## config.mk

```make
export PLATFORM = sky130hd
export DESIGN_NAME = cpuif_prio
export DESIGN_NICKNAME = d
export VERILOG_FILES = /design/src/rtl/cpuif_pkg.sv /design/src/rtl/cpuif_ctrl.sv /design/src/rtl/cpuif_dp.sv /design/src/rtl/cpuif_prio.sv
export SDC_FILE = /design/constraint.sdc
export NUM_CORES = 1
export LEC_CHECK = 0
export BUFFER_PORTS_ARGS = -buffer_cell sky130_fd_sc_hd__buf_2
export CORE_MARGIN = 5
export CORE_UTILIZATION = 53
export DETAILED_ROUTE_END_ITERATION = 16
export HOLD_SLACK_MARGIN = 0.02
export PLACE_DENSITY = 0.76
export SETUP_SLACK_MARGIN = 0.2
export SYNTH_ARGS = -nofsm -noshare
export SYNTH_HDL_FRONTEND = slang
export SYNTH_SLANG_ARGS = --single-unit
```

## constraint.sdc

```tcl
create_clock -name clk -period 40.3 [get_ports clk]
set_clock_uncertainty 0.15 [all_clocks]
set_input_delay 4.03 -clock clk [delete_from_list [all_inputs] [get_ports clk]]
set_output_delay 4.03 -clock clk [all_outputs]
set_load 0.1 [all_outputs]
```

## src/rtl/cpuif_pkg.sv

```systemverilog
package cpuif_pkg;
  localparam int PRIO_W = 8;
  localparam int ID_W = 10;
  localparam int GRP_N = 1 << PRIO_W;
  localparam logic [ID_W-1:0] SPURIOUS_ID = 10'd1023;
  localparam logic [PRIO_W-1:0] IDLE_PRIO = 8'hFF;

  typedef struct packed {
    logic ackTake;
    logic ackNone;
    logic dropTake;
    logic deactTake;
    logic maskLoad;
    logic bprLoad;
  } ctrlStrobe_t;
endpackage

```

## src/rtl/cpuif_ctrl.sv

```systemverilog
module cpuif_ctrl
  import cpuif_pkg::*;
(
  input  logic              ackReq,
  input  logic              eoiReq,
  input  logic              deactReq,
  input  logic              maskWe,
  input  logic              bprWe,
  input  logic              found,
  input  logic [PRIO_W-1:0] bestPrio,
  input  logic [PRIO_W-1:0] bestGrp,
  input  logic [PRIO_W-1:0] runPrio,
  input  logic [PRIO_W-1:0] maskVal,
  output ctrlStrobe_t       strb,
  output logic              irqOut
);
  logic passMask;
  logic passPreempt;

  always_comb begin
    passMask    = bestPrio < maskVal;
    passPreempt = bestGrp < runPrio;
    irqOut      = found && passMask && passPreempt;
    strb.ackTake   = ackReq && irqOut;
    strb.ackNone   = ackReq && !irqOut;
    strb.dropTake  = eoiReq;
    strb.deactTake = deactReq;
    strb.maskLoad  = maskWe;
    strb.bprLoad   = bprWe;
  end
endmodule

```

## src/rtl/cpuif_dp.sv

```systemverilog
module cpuif_dp
  import cpuif_pkg::*;
#(
  parameter int NUM_IRQ = 16
) (
  input  logic                      clk,
  input  logic                      rstN,
  input  ctrlStrobe_t               strb,
  input  logic [NUM_IRQ-1:0]        pendVec,
  input  logic [NUM_IRQ*PRIO_W-1:0] prioFlat,
  input  logic [ID_W-1:0]           deactId,
  input  logic [PRIO_W-1:0]         maskData,
  input  logic [2:0]                bprData,
  output logic                      found,
  output logic [PRIO_W-1:0]         bestPrio,
  output logic [PRIO_W-1:0]         bestGrp,
  output logic [PRIO_W-1:0]         runPrio,
  output logic [PRIO_W-1:0]         maskReg,
  output logic [ID_W-1:0]           hiPendId,
  output logic [ID_W-1:0]           ackId
);
  logic [PRIO_W-1:0] prioArr [NUM_IRQ];
  logic [NUM_IRQ-1:0] activeVec;
  logic [NUM_IRQ-1:0] candVec;
  logic [GRP_N-1:0]   apBits;
  logic [GRP_N-1:0]   apNext;
  logic [2:0]         bprReg;
  logic [ID_W-1:0]    bestIdx;
  logic [PRIO_W-1:0]  grpMask;

  for (genvar g = 0; g < NUM_IRQ; g++) begin : g_prio
    assign prioArr[g] = prioFlat[g*PRIO_W +: PRIO_W];
  end

  assign candVec = pendVec & ~activeVec;
  assign grpMask = IDLE_PRIO << bprReg;

  // Winner search: strict compare in ascending ID order keeps the lowest ID on ties.
  always_comb begin
    found    = 1'b0;
    bestPrio = IDLE_PRIO;
    bestIdx  = '0;
    for (int i = 0; i < NUM_IRQ; i++) begin
      if (candVec[i] && (!found || prioArr[i] < bestPrio)) begin
        found    = 1'b1;
        bestPrio = prioArr[i];
        bestIdx  = ID_W'(i);
      end
    end
    bestGrp  = bestPrio & grpMask;
    hiPendId = found ? bestIdx : SPURIOUS_ID;
  end

  // Running priority: lowest set bit of the active-priority bitmap.
  always_comb begin
    runPrio = IDLE_PRIO;
    for (int i = GRP_N - 1; i >= 0; i--) begin
      if (apBits[i]) runPrio = PRIO_W'(i);
    end
  end

  always_comb begin
    apNext = apBits;
    if (strb.dropTake && (|apBits)) apNext[runPrio] = 1'b0;
    if (strb.ackTake) apNext[bestGrp] = 1'b1;
  end

  always_ff @(posedge clk) begin
    if (!rstN) begin
      apBits    <= '0;
      activeVec <= '0;
      maskReg   <= '0;
      bprReg    <= '0;
      ackId     <= SPURIOUS_ID;
    end else begin
      apBits <= apNext;
      if (strb.maskLoad) maskReg <= maskData;
      if (strb.bprLoad)  bprReg  <= bprData;
      if (strb.ackTake)      ackId <= bestIdx;
      else if (strb.ackNone) ackId <= SPURIOUS_ID;
      for (int i = 0; i < NUM_IRQ; i++) begin
        if (strb.deactTake && deactId == ID_W'(i)) activeVec[i] <= 1'b0;
        if (strb.ackTake && bestIdx == ID_W'(i))   activeVec[i] <= 1'b1;
      end
    end
  end
endmodule

```

## src/rtl/cpuif_prio.sv

```systemverilog
module cpuif_prio
  import cpuif_pkg::*;
#(
  parameter int NUM_IRQ = 16
) (
  input  logic                      clk,
  input  logic                      rstN,
  input  logic [NUM_IRQ-1:0]        pendVec,
  input  logic [NUM_IRQ*PRIO_W-1:0] prioFlat,
  input  logic                      ackReq,
  input  logic                      eoiReq,
  input  logic                      deactReq,
  input  logic [ID_W-1:0]           deactId,
  input  logic                      maskWe,
  input  logic [PRIO_W-1:0]         maskData,
  input  logic                      bprWe,
  input  logic [2:0]                bprData,
  output logic                      irqOut,
  output logic [ID_W-1:0]           ackId,
  output logic [PRIO_W-1:0]         runPrio,
  output logic [ID_W-1:0]           hiPendId
);
  ctrlStrobe_t       strb;
  logic              found;
  logic [PRIO_W-1:0] bestPrio;
  logic [PRIO_W-1:0] bestGrp;
  logic [PRIO_W-1:0] maskReg;

  cpuif_ctrl u_ctrl (
    .ackReq(ackReq), .eoiReq(eoiReq), .deactReq(deactReq),
    .maskWe(maskWe), .bprWe(bprWe), .found(found),
    .bestPrio(bestPrio), .bestGrp(bestGrp), .runPrio(runPrio),
    .maskVal(maskReg), .strb(strb), .irqOut(irqOut)
  );

  cpuif_dp #(.NUM_IRQ(NUM_IRQ)) u_dp (
    .clk(clk), .rstN(rstN), .strb(strb), .pendVec(pendVec),
    .prioFlat(prioFlat), .deactId(deactId), .maskData(maskData),
    .bprData(bprData), .found(found), .bestPrio(bestPrio),
    .bestGrp(bestGrp), .runPrio(runPrio), .maskReg(maskReg),
    .hiPendId(hiPendId), .ackId(ackId)
  );
endmodule

```

Yosys cells after proc, flatten, opt, wreduce, memory -nomap -nowiden --
Cells that the tools add are included.
Operators by class: $add $sub $neg 0, multiply operators 0, divide/modulo/power cells 0, $lt $le $gt $ge 21, equal/unequal tests 30, shift-type cells 1, multiplexer cells 343, bitwise operators 6, reduce and logical (&&, ||, !) cells 105
Operators with widths (count):
- $mux W8 | 144
- $mux W256 | 2
- $mux W7 | 64
- $and A256 B256 Y256 | 1
- $not A256 Y256 | 1
- $or A256 B256 Y256 | 1
- $reduce_or A256 Y1 | 1
- $mux W6 | 32
- $lt A8 B8 Y1 | 17
- $eq A10 B4 Y1 const B | 8
- $mux W5 | 16
- $mux W4 | 16
- $logic_and A1 B1 Y1 | 54
- $mux W1 | 52
- $eq A10 B3 Y1 const B | 4
- $reduce_bool A2 Y1 | 17
- $eq A4 B4 Y1 const B | 8
- $mux W10 | 3
- $mux W3 | 8
- $eq A10 B2 Y1 const B | 2
- $logic_not A10 Y1 | 2
- $lt A8 B9 Y1 const B | 2
- $and A16 B16 Y16 | 1
- $demux W1 S8 | 2
- other kinds (11) | 48
Storage, ports and cells: flip-flop bits (word level) 293, latch bits 0, bits in writable memories 0, memory bits (read-only) 0, input bits 172, output and inout bits 29, logic and storage cells 526, memories kept 0

Depth between registers and ports, before layout --
word-level depth 264, gate-level depth with buffers 166, gate-level depth less buffers 147

Modules after synthesis --
From an unflattened synthesis, not the netlist that was laid out.
Second synthesis, totals: cell total of the unflattened synthesis 2696, area, all modules 20923.8 sq um
Modules (own cells, without submodules):
- cpuif_dp | times used 1, cells an instance 2639, area an instance 20513.4 sq um, sequential area each 5765.5 sq um
- cpuif_ctrl | times used 1, cells an instance 57, area an instance 410.4 sq um, sequential area each 0.0 sq um

Least setup slack after synthesis --
No wires, ideal clock.
path type input to output, from in pendVec[0], to out irqOut, arrival 34.125 ns, data required time 36.120 ns, path slack 1.995 ns, stages 154, buffers on the path 18, cell sequence nand2b_4 -> buf_2 -> nor2_1 -> ha_1 -> a211o_1 -> a21oi_1 -> o21ai_0 -> a41oi_2 -> mux2_2 -> ha_1 -> o21ai_0 -> a221oi_2 -> a21boi_1 -> nor2_1 -> a31oi_1 -> mux2_2 -> inv_1 -> ha_1 -> [118 not listed] -> nand4_1 -> nor2b_1 -> and3_1 -> clkbuf_1 -> o31a_1 -> a31o_2 -> nor3_4 -> buf_4 -> o31ai_4 -> and2_1 -> ha_1 -> a21o_1 -> a21oi_1 -> nor2_1 -> nor4_1 -> nand4_1 -> o21bai_2 -> nor2_1
Between the ends: cells in the longest elaborated chain, start to end 65, elaborated cells between the ends (all ways) 98, classes of those cells 17 x order compare; 32 x mux; 2 x bitwise; 47 x reduce/logical
Ends and longest elaborated chain:
- from (decl) | line cpuif_prio.sv:8 | input logic [NUM_IRQ-1:0] pendVec,
- $and A16 B16 Y16 (*) | line cpuif_dp.sv:35 | assign candVec = pendVec & ~activeVec;
- $mux W8 or $mux W1 (tied branches) | line cpuif_dp.sv:44 | if (candVec[i] && (!found || prioArr[i] < bestPrio)) begin
- $lt A8 B8 Y1 or $logic_not A1 Y1 (tied branches) | line cpuif_dp.sv:44
- $logic_or A1 B1 Y1 | line cpuif_dp.sv:44
- $logic_and A1 B1 Y1 | line cpuif_dp.sv:44
- $mux W8 or $mux W1 (tied branches) | line cpuif_dp.sv:44
- $lt A8 B8 Y1 or $logic_not A1 Y1 (tied branches) | line cpuif_dp.sv:44
- $logic_or A1 B1 Y1 | line cpuif_dp.sv:44
- [49 not listed]
- $mux W8 or $mux W1 (tied branches) | line cpuif_dp.sv:44
- $lt A8 B8 Y1 or $logic_not A1 Y1 (tied branches) | line cpuif_dp.sv:44
- $logic_or A1 B1 Y1 | line cpuif_dp.sv:44
- $logic_and A1 B1 Y1 | line cpuif_dp.sv:44
- $mux W8 | line cpuif_dp.sv:44
- $and A8 B8 Y8 or $lt A8 B8 Y1 (tied branches) | line cpuif_dp.sv:50, cpuif_ctrl.sv:21
- $lt A8 B8 Y1 or $logic_and A1 B1 Y1 (tied branches) | line cpuif_ctrl.sv:22, cpuif_ctrl.sv:23
- $logic_and A1 B1 Y1 (*) | line cpuif_ctrl.sv:23 | irqOut = found && passMask && passPreempt;
- to (decl) | line cpuif_prio.sv:18 | output logic irqOut,
Mark *: on every way between the ends. The rest lies on a longest branch, timed or not.

Worst setup path after layout --
Ends and elaborated chain as after synthesis.

==> impl_metrics.toml <==
[finish]
drive_above_1_share_pct = 15.69
syn_to_final_growth_pct = 13.37
finalNetCount = 3081
design_area_sq_um = 23540
fin_cells = 3331
nFillCells = 3585

[status]
outcome = "complete, no violations"

[clock_network]
clockRootBuffer = "clkbuf_16"
path_clk_slew_ns = 0.06
cts_tree = "yes"
clock-sinks = 288
clk_latency_ns = 0.61
cts_made_buffers = 30
cts_buffer_depth = 3
cts_hold_buf = 0
htree_num_levels = 1

[global_route]
antenna_found_initial = 4
grt_overflow = 0
grt_max_degree = 145
grt_util_all_layers_pct = 37.27
grt_pass1_wl_mm = 130.7
grt_pass1_vias = 22190

[sta]
finalCriticalPeriod_ns = 38.23
max-slew-margin-rel_pct = 17.72
finalMaxSlewViolations = 0
clock.fmax_mhz = 26.16
rsz0062_at_grt = "false"
fin_crit_sh_pct = 94.86
finalHoldViolCount = 0
fin_tns_setup_ns = 0
tightest_slew_ns = 1.231
setup_violations = 0

[floorplanning]
die_h_um = 207.9
die_area_sq_um = 43230
io_pins = 201
fp.dieW_um = 207.9
row_count = 72
start_util_pct = 53.60
core_area_sq_um = 38740

[critical_path]
endpoint = "irqOut"
reg2regPathDepth = 144
cp_common_cell = "ha_1"
critPathTopFamily = "compound AO/OA/AOI/OAI gates"
cp_data_required_time_ns = 36.12
worst-setup-path-type = "in2out"
cp_max_fo = 24
crit_path_start_kind = "input port"
slowest_delay_ns = 0.42
crit_cells = 143
worstPathArrival_ns = 34.05
worst-r2r-setup-slack_ns = 8.24
cp-end-kind = "output pin"
reg2reg_from = "u_dp.activeVec[0]"
worstSetupStartpoint = "pendVec[0]"
crit_buf_inv = 12
r2r-end = "u_dp.apBits[2]"
critPathSlowestCell = "a221o_1"

[routing]
drt_pass1_iterations = 6
dr_wl_met3_mm = 8.908
drtAntennaViolNets = 0
top_layer = "met5"
drt-wirelength-per-cell_um = 25.98
wl_mm = 86.56
via_count = 23810
via_per_inst = 7.147
drt_iter0_drc = 2993
wl_met1_mm = 35.02
route.met2.wl_mm = 38.22
drc = 0

[placed_design]
place_area_sq_um = 22190
place.gp.congestion = 1.022
dpl.hpwl_mm = 62.72
place_inst = 3260
port_buffers = 200

[synthesis]
synth_xor_area_share_pct = 0
synth_top_area_share_pct = 27.77
synth_compound_area_share_pct = 35.21
syn-num-nets = 2954
synth_adder_area_share_pct = 7.171
ys_top_cells_by_count = "288 x dfxtp_1, 235 x nor2_1, 190 x o311ai_0"
ys_seq_elements = 288
synth.area.mux_share_pct = 1.519
synth.distinct_cells = 96
yosysWarnings = 0
synth_top_flop_cell = "dfxtp_1"
synth_top_family_by_area = "compound AO/OA/AOI/OAI gates"
seq_area_frac_synth_pct = 27.77
synth_area_per_cell_sq_um = 7.797
synth-edff-count = 0
synth_simple_gate_area_share_pct = 22.36
ys_top_cells_by_area = "dfxtp_1 28%, o311ai_0 8.0%, ha_1 7.2%"
syn_inst = 2663
syn_area_sq_um = 20760
synth_async_sr_flop_share_pct = 0
synth_area_leader_cell = "dfxtp_1"
synth_most_common_cell = "dfxtp_1"

[run]
max-cap-violations = 0

[worst_hold_path]
min_path_type = "reg2reg"
## logic make-up (layout without fill, tap and decap cells)
group,after synthesis,in the layout
buf+inv,308,456
fa+ha+maj,119,119
mux,30,30
compound gates,1019,1019
other cells,0,2
simple gates,899,899
flops,288,288
## worst min-delay path, cell delays in order (launching register included)
cell and delay (ns):
dfxtp_1 0.32, nand3_1 0.06, o21ai_0 0.06
## metrics by stage
step | setup WS [ns] | hold WS [ns] | util, %
2_1_floorplan | 1.995 | 0.2846 | -
3_3_place_gp | 0.5303 | 0.3043 | 57.28
3_5_place_dp | -0.09575 | 0.3104 | 57.28
4_1_cts | 0.2683 | 0.3253 | 59.96
5_1_grt | 0.06556 | 0.3642 | 60.76
6_report | 2.073 | 0.3275 | 60.77
## layout by cell type (no fill, tap or decap), types with 47 or more instances in the layout
cell type | netlist | final
dfxtp_1 | 288 | 288
nor2_1 | 235 | 233
buf_2 | 19 | 198
o311ai_0 | 190 | 190
o21ai_1 | 173 | 173
nand2_1 | 157 | 155
inv_1 | 129 | 129
a21oi_1 | 132 | 129
o21ai_0 | 129 | 128
ha_1 | 119 | 119
nand3_1 | 107 | 106
nor3_1 | 76 | 73
buf_4 | 16 | 71
nor4_1 | 68 | 68
a32o_1 | 64 | 64
o211ai_1 | 47 | 47
## timing repair
| item | 4_1_cts | 5_1_grt |
|---|---|---|
| setup endpoints to repair | 1 | 5 |
| setup buffers | 0 | 16 |
| resized for setup | 4 | 40 |
| pin swaps | 0 | 2 |
| cloned | 0 | 0 |
## final cells by class
type / count / area (sq um) / area share (%)
multi-input combinational: 2067 / 14050 / 59.69
sequential: 288 / 5766 / 24.49
timing repair buffer: 271 / 1555 / 6.607
clock buffer: 41 / 872.1 / 3.705
tap: 518 / 648.1 / 2.753
inverter: 132 / 495.5 / 2.105
clock inverter: 12 / 146.4 / 0.6219
antenna: 2 / 5.005 / 0.02126
## how the worst min path moves through the flow
stage | start | end | cells after the start
final | u_dp.activeVec[12] | u_dp.activeVec[12] | 2
after global routing | u_dp.activeVec[13] | u_dp.activeVec[13] | 2
after CTS | u_dp.activeVec[10] | u_dp.activeVec[10] | 2
after detailed placement | u_dp.activeVec[10] | u_dp.activeVec[10] | 2
after global placement | u_dp.activeVec[11] | u_dp.activeVec[11] | 2
after floorplan | u_dp.activeVec[10] | u_dp.activeVec[10] | 2
## state kept, by name (all words and copies together) (netlist names)
signal,flops
u_dp.maskReg,8
u_dp.apBits,256
u_dp.ackId,5
u_dp.bprReg,3
u_dp.activeVec,16
## per-layer routing
| metal | vias to the layer above | track usage, % |
|---|---|---|
| met5 | - | 0 |
| met4 | 4 | 15.49 |
| met3 | 320 | 7.185 |
| met2 | 1513 | 59.30 |
| met1 | 11320 | 49.80 |
| li1 | 10650 | - |
Power is left out: the tool's default activity adds up to more than one toggle a clock period on the data nets, which glitch-free logic cannot reach.
